### config.mk
export PLATFORM = sky130hd
export DESIGN_NAME = gf_batch_inv
export DESIGN_NICKNAME = d
export VERILOG_FILES = /design/src/rtl/gf_batch_inv_pkg.sv /design/src/rtl/gf_mul.sv /design/src/rtl/gf_inv.sv /design/src/rtl/gf_batch_inv.sv
export SDC_FILE = /design/constraint.sdc
export NUM_CORES = 1
export LEC_CHECK = 0
export BUFFER_PORTS_ARGS = -buffer_cell sky130_fd_sc_hd__buf_4
export CAP_MARGIN = 40
export CORE_UTILIZATION = 50
export CTS_CLUSTER_SIZE = 25
export DETAILED_ROUTE_END_ITERATION = 10
export GPL_TIMING_DRIVEN = 0
export PLACE_DENSITY = 0.69
export RECOVER_POWER = 100
export SLEW_MARGIN = 20
export SYNTH_ARGS = -nofsm -noshare
export SYNTH_HDL_FRONTEND = slang
export SYNTH_HIERARCHICAL = 1
export SYNTH_SLANG_ARGS = --single-unit
### constraint.sdc
create_clock -name clk -period 5.1 [get_ports clk]
set_clock_uncertainty 0.1 [all_clocks]
set_input_delay 1.02 -clock clk [delete_from_list [all_inputs] [get_ports clk]]
set_output_delay 1.02 -clock clk [all_outputs]
set_load 0.03 [all_outputs]
### src/rtl/gf_batch_inv_pkg.sv
`timescale 1ns/1ps
package gf_batch_inv_pkg;

   typedef enum logic [1:0] {
      BI_LOAD   = 2'd0,
      BI_INVERT = 2'd1,
      BI_BACK   = 2'd2,
      BI_EMIT   = 2'd3
   } bi_state_e;

endpackage

### src/rtl/gf_mul.sv
`timescale 1ns/1ps
// Combinational GF(2^M) multiplier, modulus x^M + POLY.
module gf_mul #(
   parameter int              M         = 8,
   parameter logic [M-1:0]    POLY      = 8'h1B,
   parameter bit              MSB_FIRST = 1'b1
) (
   input  logic [M-1:0] op_a,
   input  logic [M-1:0] op_b,
   output logic [M-1:0] prod
);

   if (M < 2) begin : g_bad_m
      $error("gf_mul: M must be at least 2");
   end

   if (MSB_FIRST) begin : g_msb
      // Horner form: shift-reduce accumulator, add op_a on set bits of op_b
      logic [M-1:0] acc [M+1];
      assign acc[0] = '0;
      for (genvar i = 0; i < M; i++) begin : g_stage
         logic [M-1:0] shifted;
         assign shifted    = {acc[i][M-2:0], 1'b0} ^ (acc[i][M-1] ? POLY : '0);
         assign acc[i+1]   = shifted ^ (op_b[M-1-i] ? op_a : '0);
      end
      assign prod = acc[M];
   end else begin : g_lsb
      // Shift op_a upward, accumulate on set bits of op_b
      logic [M-1:0] sh  [M];
      logic [M-1:0] acc [M+1];
      assign sh[0]  = op_a;
      assign acc[0] = '0;
      for (genvar i = 0; i < M; i++) begin : g_stage
         assign acc[i+1] = acc[i] ^ (op_b[i] ? sh[i] : '0);
         if (i < M - 1) begin : g_shift
            assign sh[i+1] = {sh[i][M-2:0], 1'b0} ^ (sh[i][M-1] ? POLY : '0);
         end
      end
      assign prod = acc[M];
   end

endmodule

### src/rtl/gf_inv.sv
`timescale 1ns/1ps
// Iterative inverter: x^(2^M-2) as the product of x^(2^k), k = 1..M-1.
module gf_inv #(
   parameter int           M         = 8,
   parameter logic [M-1:0] POLY      = 8'h1B,
   parameter bit           MSB_FIRST = 1'b1
) (
   input  logic         clk,
   input  logic         rst_n,
   input  logic         start,
   input  logic [M-1:0] operand,
   output logic         done,
   output logic [M-1:0] result
);

   localparam int CNT_W = $clog2(M) + 1;

   logic [M-1:0]     sq_q, acc_q;
   logic [CNT_W-1:0] cnt_q;
   logic             busy_q;
   logic [M-1:0]     sq_src, sq_next, acc_next;

   assign sq_src = start ? operand : sq_q;

   gf_mul #(.M(M), .POLY(POLY), .MSB_FIRST(MSB_FIRST)) u_square (
      .op_a (sq_src),
      .op_b (sq_src),
      .prod (sq_next)
   );

   gf_mul #(.M(M), .POLY(POLY), .MSB_FIRST(MSB_FIRST)) u_accum (
      .op_a (acc_q),
      .op_b (sq_q),
      .prod (acc_next)
   );

   always_ff @(posedge clk or negedge rst_n) begin
      if (!rst_n) begin
         sq_q   <= '0;
         acc_q  <= '0;
         cnt_q  <= '0;
         busy_q <= 1'b0;
         done   <= 1'b0;
      end else if (start && !busy_q) begin
         sq_q   <= sq_next;
         acc_q  <= M'(1);
         cnt_q  <= CNT_W'(M - 1);
         busy_q <= 1'b1;
         done   <= 1'b0;
      end else if (busy_q) begin
         acc_q <= acc_next;
         sq_q  <= sq_next;
         cnt_q <= cnt_q - CNT_W'(1);
         if (cnt_q == CNT_W'(1)) begin
            busy_q <= 1'b0;
            done   <= 1'b1;
         end
      end else begin
         done <= 1'b0;
      end
   end

   assign result = acc_q;

   // completion is a single-cycle event
   p_done_pulse_r3: assert property (@(posedge clk) disable iff (!rst_n)
      done |=> !done);

   // a run always ends in a completion pulse after the last step
   p_finish_r3: assert property (@(posedge clk) disable iff (!rst_n)
      (busy_q && cnt_q == CNT_W'(1)) |=> (done && !busy_q));

endmodule

### src/rtl/gf_batch_inv.sv
`timescale 1ns/1ps
module gf_batch_inv
   import gf_batch_inv_pkg::*;
#(
   parameter int           M         = 8,
   parameter logic [M-1:0] POLY      = 8'h1B,
   parameter int           N         = 4,
   parameter bit           MSB_FIRST = 1'b1
) (
   input  logic         clk,
   input  logic         rst_n,
   input  logic         in_valid,
   output logic         in_ready,
   input  logic [M-1:0] in_data,
   output logic         out_valid,
   input  logic         out_ready,
   output logic [M-1:0] out_data
);

   localparam int              IDX_W = (N > 1) ? $clog2(N) : 1;
   localparam logic [IDX_W-1:0] LAST = IDX_W'(N - 1);

   if (N < 2) begin : g_bad_n
      $error("gf_batch_inv: N must be at least 2");
   end
   if (M < 2) begin : g_bad_m
      $error("gf_batch_inv: M must be at least 2");
   end

   bi_state_e        state_q;
   logic [IDX_W-1:0] idx_q, prev_idx;
   logic [M-1:0]     opnd_q [N];
   logic [M-1:0]     pref_q [N];
   logic [M-1:0]     inv_q  [N];
   logic [M-1:0]     run_q;
   logic             inv_go_q;
   logic             inv_done;
   logic [M-1:0]     inv_res;
   logic [M-1:0]     share_y, share_p, run_next;

   assign prev_idx = idx_q - IDX_W'(1);

   // Shared multiplier: prefix product while loading, lower inverse while sweeping
   assign share_y = (state_q == BI_LOAD) ? in_data : run_q;

   gf_mul #(.M(M), .POLY(POLY), .MSB_FIRST(MSB_FIRST)) u_share_mul (
      .op_a (pref_q[prev_idx]),
      .op_b (share_y),
      .prod (share_p)
   );

   gf_mul #(.M(M), .POLY(POLY), .MSB_FIRST(MSB_FIRST)) u_run_mul (
      .op_a (run_q),
      .op_b (opnd_q[idx_q]),
      .prod (run_next)
   );

   gf_inv #(.M(M), .POLY(POLY), .MSB_FIRST(MSB_FIRST)) u_inv (
      .clk     (clk),
      .rst_n   (rst_n),
      .start   (inv_go_q),
      .operand (pref_q[LAST]),
      .done    (inv_done),
      .result  (inv_res)
   );

   always_ff @(posedge clk or negedge rst_n) begin
      if (!rst_n) begin
         state_q  <= BI_LOAD;
         idx_q    <= '0;
         run_q    <= '0;
         inv_go_q <= 1'b0;
         for (int k = 0; k < N; k++) begin
            opnd_q[k] <= '0;
            pref_q[k] <= '0;
            inv_q[k]  <= '0;
         end
      end else begin
         inv_go_q <= 1'b0;
         unique case (state_q)
            BI_LOAD: begin
               if (in_valid) begin
                  opnd_q[idx_q] <= in_data;
                  pref_q[idx_q] <= (idx_q == '0) ? in_data : share_p;
                  if (idx_q == LAST) begin
                     state_q  <= BI_INVERT;
                     inv_go_q <= 1'b1;
                  end else begin
                     idx_q <= idx_q + IDX_W'(1);
                  end
               end
            end
            BI_INVERT: begin
               if (inv_done) begin
                  run_q   <= inv_res;
                  state_q <= BI_BACK;
               end
            end
            BI_BACK: begin
               inv_q[idx_q] <= share_p;
               run_q        <= run_next;
               if (idx_q == IDX_W'(1)) begin
                  inv_q[0] <= run_next;
                  idx_q    <= '0;
                  state_q  <= BI_EMIT;
               end else begin
                  idx_q <= prev_idx;
               end
            end
            BI_EMIT: begin
               if (out_ready) begin
                  if (idx_q == LAST) begin
                     idx_q   <= '0;
                     state_q <= BI_LOAD;
                  end else begin
                     idx_q <= idx_q + IDX_W'(1);
                  end
               end
            end
            default: state_q <= BI_LOAD;
         endcase
      end
   end

   assign in_ready  = (state_q == BI_LOAD);
   assign out_valid = (state_q == BI_EMIT);
   assign out_data  = inv_q[idx_q];

   // Checker-only multiplier for the inverter result
   logic [M-1:0] chk_p;
   gf_mul #(.M(M), .POLY(POLY), .MSB_FIRST(MSB_FIRST)) u_chk_mul (
      .op_a (inv_res),
      .op_b (pref_q[LAST]),
      .prod (chk_p)
   );

   // the single inversion really inverts the full product
   p_inv_exact_r3: assert property (@(posedge clk) disable iff (!rst_n)
      (inv_done && pref_q[LAST] != '0) |-> (chk_p == M'(1)));

   // the N-th accepted operand closes the input side
   p_load_close_r2: assert property (@(posedge clk) disable iff (!rst_n)
      (in_valid && in_ready && idx_q == LAST) |=> !in_ready);

   // the last output handshake reopens the input side
   p_emit_close_r5: assert property (@(posedge clk) disable iff (!rst_n)
      (out_valid && out_ready && idx_q == LAST) |=> (in_ready && !out_valid));

   // a stalled output is held
   p_hold_r6: assert property (@(posedge clk) disable iff (!rst_n)
      (out_valid && !out_ready) |=> (out_valid && $stable(out_data)));

   // inversion completion moves straight to the backward sweep
   p_sweep_r2: assert property (@(posedge clk) disable iff (!rst_n)
      (state_q == BI_INVERT && inv_done) |=> (state_q == BI_BACK && !in_ready));

endmodule

# After elaboration in Yosys (flattened, before gate mapping)
# Cells that the tools add are included.
[classes] add_sub_neg=3 multipliers=0 n_div=0 n_lt_le_gt_ge=3 eq_ne=14 n_shift=0 mux=108 bitwise=58 reduce_logical=12
[op_table] cell="8-bit 2-to-1 mux" n=48
[op_table] cell="8-bit bitwise XOR" n=42
[op_table] cell="5-bit 2-to-1 mux" n=28
[op_table] cell="8-bit by 5-bit bitwise XOR with 8-bit output" n=14
[op_table] cell="32-bit bitwise mux" n=3
[op_table] cell="8-bit binary-select mux with 2-bit select" n=3
[op_table] cell="2-bit 2-to-1 mux" n=11
[op_table] cell="8-bit demux with 2-bit select" n=1
[op_table] cell="8-bit case mux with 2 select lines" n=1
[op_table] cell="1-bit 2-to-1 mux" n=9
[op_table] cell="4-bit 2-to-1 mux" n=2
[op_table] cell="2-bit by 1-bit != test with 1-bit output, second input constant" n=4
[op_table] cell="2-bit case mux with 4 select lines" n=1
[op_table] cell="2-bit == test, second input constant" n=3
[op_table] cell="3-bit >= comparator, second input constant" n=2
[op_table] cell="2-bit != test, second input constant" n=3
[op_table] cell="2-bit inverter with 3-bit output" n=2
[op_table] cell="2-bit case mux with 3 select lines" n=1
[op_table] cell="6-bit AND reduction" n=1
[op_table] cell="2-bit by 1-bit == test with 1-bit output, second input constant" n=2
[op_table] cell="4-bit by 1-bit == test with 1-bit output, second input constant" n=1
[op_table] cell="2-bit logical NOT" n=2
[op_table] cell="2-bit AND reduction" n=2
[op_table] cell="4-bit AND reduction" n=1
[op_table] cell="other kinds (9)" n=11
[word_totals] reg_bits=131 latch_bits=0 mem_bits_rw=0 romBits=0 in_bits=12 output_inout_bits=10 word_cells=219 mem_count=0

# Longest topological paths before layout
[logic_depth] word_depth=29 mapped_depth=15 ltp_nobuf=11

# Modules after synthesis
# The synthesis kept the hierarchy.
[by_module_without_submodules] mod="gf_batch_inv" instances=1 cells_each=407 area_each_um2=5151.2 seq_area_each_um2=2727.6
[by_module_without_submodules] mod="gf_mul" instances=4 cells_each=167 area_each_um2=1109.8 seq_area_each_um2=0.0
[by_module_without_submodules] mod="gf_inv" instances=1 cells_each=70 area_each_um2=968.4 seq_area_each_um2=550.5

# Worst setup path before layout
# No wires, ideal clock.
[synth_timing] path_kind="register to register" startpoint="register idx_q[0]" endpoint="register pref_q[17] (netlist name)" setup_ps=83 arrival_time_ps=3776 t_required_ps=4917 slack_ps=1142 stages_incl_launch_ff=16 path_buffers=4 period_less_slack_ps=3958 cell_sequence="dfrtp_1 buf_2 buf_6 inv_1 ha_1 buf_1 mux4_2 buf_4 xnor2_1 a21oi_1 a221oi_2 xnor2_1 xnor3_1 xnor2_1 mux2i_1 o21ai_0"
[synth_between] elab_chain_cells=24 elab_cells_between_ends=41 cone_classes="1 x add/sub; 2 x order compare; 20 x mux; 16 x bitwise; 2 x reduce/logical"
[synth_lines] item="start, declared" line_no="gf_batch_inv.sv:31" rtl="logic [IDX_W-1:0] idx_q, prev_idx;"
[synth_lines] item="start signal, assigned" line_no="gf_batch_inv.sv:89" rtl="idx_q <= idx_q + IDX_W'(1);"
[synth_lines] item="start signal, assigned" line_no="gf_batch_inv.sv:107" rtl="idx_q <= prev_idx;"
[synth_lines] item="start signal, assigned" line_no="gf_batch_inv.sv:116" rtl="idx_q <= idx_q + IDX_W'(1);"
[synth_lines] item="2-bit by 1-bit subtractor with 2-bit output *" line_no="gf_batch_inv.sv:41" rtl="assign prev_idx = idx_q - IDX_W'(1);"
[synth_lines] item="2-bit inverter with 3-bit output (not written as such) *" line_no="gf_batch_inv.sv:47" rtl=".op_a (pref_q[prev_idx]),"
[synth_lines] item="8-bit binary-select mux with 2-bit select *" line_no="gf_batch_inv.sv:47"
[synth_lines] item="8-bit 2-to-1 mux (not written as such) * (2 in series)" line_no="gf_batch_inv.sv:47"
[synth_lines] item="8-bit 2-to-1 mux" line_no="gf_mul.sv:24" rtl="assign acc[i+1] = shifted ^ (op_b[M-1-i] ? op_a : '0);"
[synth_lines] item="5-bit 2-to-1 mux or 8-bit bitwise XOR (tied branches)" line_no="gf_mul.sv:23" rtl="assign shifted = {acc[i][M-2:0], 1'b0} ^ (acc[i][M-1] ? POLY : '0);"
[synth_lines] item="8-bit bitwise XOR, on equally long branches" line_no="gf_mul.sv:23, gf_mul.sv:24"
[synth_lines] item="8-bit bitwise XOR (tied with other cells)" line_no="gf_mul.sv:24"
[synth_lines] item="[... 8 more ...]"
[synth_lines] item="5-bit 2-to-1 mux or 8-bit bitwise XOR (tied branches)" line_no="gf_mul.sv:23"
[synth_lines] item="8-bit bitwise XOR, on equally long branches" line_no="gf_mul.sv:23, gf_mul.sv:24"
[synth_lines] item="8-bit bitwise XOR or 5-bit 2-to-1 mux (tied branches)" line_no="gf_mul.sv:24, gf_mul.sv:23"
[synth_lines] item="8-bit by 5-bit bitwise XOR with 8-bit output" line_no="gf_mul.sv:23"
[synth_lines] item="8-bit bitwise XOR *" line_no="gf_mul.sv:24"
[synth_lines] item="net share_p[1]" line_no="gf_batch_inv.sv:39" rtl="logic [M-1:0] share_y, share_p, run_next;"
[synth_lines] item="8-bit 2-to-1 mux *" line_no="gf_batch_inv.sv:84" rtl="pref_q[idx_q] <= (idx_q == '0) ? in_data : share_p;"
[synth_lines] item="32-bit bitwise mux *" line_no="gf_batch_inv.sv:84"
[synth_lines] item="end signal, assigned by index" line_no="gf_batch_inv.sv:84"
[synth_lines] item="end, declared" line_no="gf_batch_inv.sv:33" rtl="logic [M-1:0] pref_q [N];"
# Mark *: on every way through the listed nets, which the timed path passes. The rest lies on a longest branch. The select of a mux whose other input is x is not followed.
# A chain may end at the register's enable or synchronous reset.

# Worst setup path after layout
[layout_timing] startpoint="register idx_q[1]" endpoint="register pref_q[9] (netlist name)"
# Same word-level chain as after synthesis.

==> out/results.txt <==
Int Power: 1.705 mW
Reg2reg end: pref_q[9]$_DFFE_PN0P_
Synth Area in Adders: 0.01540
Measured slew at the worst slew-check pin: 2.137 ns
Setup slack after layout: 0.3681 ns
Total Routed Length: 26,010 microns
Via count: 8,252
Gr usage total: 0.2524
Drt drc: 0
RSZ-0062 raised after global routing: no
Register area share after synthesis: 0.3105
Vias in the first global route: 8,059
Initial antenna violation count: 0
Setup Viol. Count Final: 0
# H-tree levels: 4
Crit path DAT: 4.96 ns
CTS tree: built
Hpwl dp: 18,680 microns
Synth Area in Simple Gates: 0.1599
Post-route ant nets: 0
CP Class: reg -> reg
Number of synthesized flops with an enable pin: 0
Yosys cell types: 49
Clock Sinks: 131
Initial Util: 0.5152
VDD IR max: 0.2397 mV
CORE AREA: 20,490 sq um
Syn nets: 1,170
Combinational family with the most area after synthesis: XOR/XNOR gates
Worst-path clk slew: 0.07 ns
Post-Layout Cell Count: 1,467
Max_cap viols: 2
Slew headroom: -0.4245
RR Startpoint: idx_q[1]$_DFFE_PN0P_
Starting DRT DRC Count: 649
Slew Limit Fails: 134
Crit path launch: idx_q[1]$_DFFE_PN0P_
Clk pwr share: 0.524
Height of the die: 147.3 microns
Area Overhead vs Synth: 8.555%
Mean area per synthesized cell: 9.222 sq um
Fin. Hold Viols: 0
Fmax: 211.3 MHz
Cell Area, Synth: 10,560 sq um
Area of the die: 21,700 sq um
Post-route cell area: 11,460 sq um
Placed Cells: 1,436
Place WS: 0.06298 ns
XOR/XNOR Fraction of Synth Area: 0.2302
Hold Crit Class: reg -> reg
Io pins: 22
Yosys Warn Count: 6
Cell count after synthesis: 1,145
Share of cells above drive strength 1: 0.1629
Worst Path Required: 5.33 ns
Post-CTS setup buffer count: 0
CTS max path bufs: 2
FF-to-FF path depth: 14
Buffers on Ports: 20
Grt ovf: 0
Asr flop ratio synth: 1.000
DR WL/cell: 17.73 microns
Multiplexer area fraction after synthesis: 0.1390
Max FO, Critical Path: 10
PD cells: 196.9 nW/um^2
Flops & latches, synth: 131
First-pass iteration count of the detailed router: 5
Combinational power share: 0.016
Util after Layout: 0.5593
Min cycle time layout: 4.732 ns
Crit. End Element: flip-flop
Reg power frac: 0.460
Vias/cell: 5.625
P_sw: 0.5529 mW
Number of nets in the layout: 1,209
Num CTS Buffers: 17
Main synth FF type: dfrtp_1
Run status: complete, but fails checks
Area after DPL: 11,080 sq um
Startpoint class of the critical path: flip-flop
Largest net degree at the start of global routing: 93
Setup TNS: 0 ns
Clk root buf: clkbuf_16
Antenna diodes: 0
Static Leak: 4.773 nW
Chip width: 147.3 microns
First-pass GRT wire length: 43,000 microns
Synth Area in Compound Gates: 0.09278
Std cell rows: 52
Failing checks: capacitance limit, slew limit
Critical Path End: pref_q[9]$_DFFE_PN0P_
Crit share post-route: 0.9278
Flop2flop setup slack: 0.37 ns
Switching share of total power: 0.2449
Skew-Pair Late Insertion Delay: 0.42 ns
GPL Wtd Cong: 0.8636
==> cells by family (layout without fill, tap and decap cells) <==
group,count (synthesis),in the layout
AOI/OAI and AO/OA,133,133
xor gates and xnor gates,265,265
muxes,107,107
and+or+nand+nor,392,392
DFF,131,131
buffers and inverters,104,156
adders and majority gates,13,13
==> synth_stat cells, types with 6 or more instances <==
cell | count | area [sq um]
nor2b_1 | 6 | 37.54
xor2_1 | 36 | 315.3
nand2_1 | 319 | 1197
nand2b_1 | 6 | 37.54
mux2_2 | 69 | 777.0
buf_4 | 10 | 75.07
o21ai_0 | 43 | 215.2
buf_2 | 39 | 195.2
nor3_1 | 7 | 35.03
mux2i_1 | 9 | 90.09
a22o_1 | 7 | 61.31
buf_6 | 10 | 112.6
o22ai_1 | 14 | 87.58
or3_1 | 8 | 50.05
nand3b_1 | 6 | 45.04
o211ai_1 | 9 | 67.56
dfrtp_1 | 131 | 3278
o21a_1 | 6 | 45.04
a22oi_1 | 9 | 67.56
ha_1 | 13 | 162.7
clkbuf_1 | 31 | 116.4
a21oi_1 | 23 | 115.1
mux4_2 | 24 | 540.5
inv_1 | 12 | 45.04
nor2_1 | 10 | 37.54
xnor2_1 | 221 | 1936
xnor3_1 | 8 | 180.2
==> worst min path at each step <==
| stage | from | to | depth (start not counted) |
|---|---|---|---|
| final | pref_q[13]$_DFFE_PN0P_ | pref_q[13]$_DFFE_PN0P_ | 2 |
| after global routing | opnd_q[27]$_DFFE_PN0P_ | opnd_q[27]$_DFFE_PN0P_ | 2 |
| after CTS | rst_n | state_q[0]$_DFFE_PN0P_ | 1 |
| after detailed placement | opnd_q[26]$_DFFE_PN0P_ | opnd_q[26]$_DFFE_PN0P_ | 2 |
| after global placement | opnd_q[30]$_DFFE_PN0P_ | opnd_q[30]$_DFFE_PN0P_ | 2 |
| after floorplan | pref_q[24]$_DFFE_PN0P_ | pref_q[24]$_DFFE_PN0P_ | 2 |
==> registers in the layout (all words and copies together) (netlist names) <==
name and flops:
u_inv/result 8, u_inv/cnt_q 4, inv_go_q 1, u_inv/sq_q 8, state_q 2, run_q 8, pref_q 32, idx_q 2
opnd_q 32, u_inv/busy_q 1, inv_q 32, u_inv/done 1
==> worst max-delay path: stages (launching register included) <==
cell	delay, ns
dfrtp_1	0.39
buf_2	0.28
buf_2	0.34
inv_1	0.11
ha_1	0.56
mux4_2	0.43
buf_4	0.21
xnor2_1	0.24
a21oi_1	0.12
a221oi_2	0.29
xnor2_1	0.23
xnor3_1	0.46
xnor2_2	0.39
mux2i_1	0.23
o21ai_0	0.24
==> power groups by stage <==
stage / Combinational, mW / Clock, mW / Sequential (mW)
after global placement: 0.0372 / 0 / 1.06
final: 0.0362 / 1.18 / 1.04
after detailed placement: 0.0406 / 0 / 1.06
after global routing: 0.0410 / 1.24 / 1.04
after CTS: 0.0407 / 1.20 / 1.04
after floorplan: 0.00206 / 0 / 1.06
==> per-layer routing <==
| metal | global-route usage | vias to the layer above | share of wire |
|---|---|---|---|
| met1 | 0.3601 | 4099 | 0.46 |
| met3 | 0.04130 | 31 | 0.056 |
| met5 | 0 | - | 0 |
| li1 | - | 3881 | - |
| met2 | 0.3974 | 241 | 0.47 |
| met4 | 0.06701 | 0 | 0.015 |
==> stage by stage <==
| step | hold slack (ns) | power, mW |
|---|---|---|
| 4_1_cts | 0.3735 | 2.275 |
| 6_report | 0.3800 | 2.257 |
| 3_5_place_dp | 0.3689 | 1.099 |
| 3_3_place_gp | 0.3561 | 1.096 |
| 5_1_grt | 0.4052 | 2.322 |
| 2_1_floorplan | 0.3407 | 1.061 |
==> cells in the final DEF (no fill, tap or decap), drive strengths merged, types with 23 or more instances in the layout <==
cell type and count:
nand2 324, xnor2 221, dfrtp 131, mux2 74
clkbuf 74, buf 55, o21ai 45, xor2 36
mux4 24, a21oi 23, inv 23
==> timing repair <==
item	4_1_cts	5_1_grt
gates resized for setup	0	2
setup endpoints to repair	0	13
endpoints found under the hold margin	0	0
hold buffers	0	0
==> area by class of cell <==
cell class	instances	area, sq um
fill	1832	9032
timing repair buffer	21	117.6
multi-input combinational	910	6664
tap	270	337.8
inverter	13	48.80
clock inverter	14	135.1
clock buffer	18	439.2
buffer	90	441.7
sequential	131	3278
No activity file was read; power rests on OpenSTA's default activity.
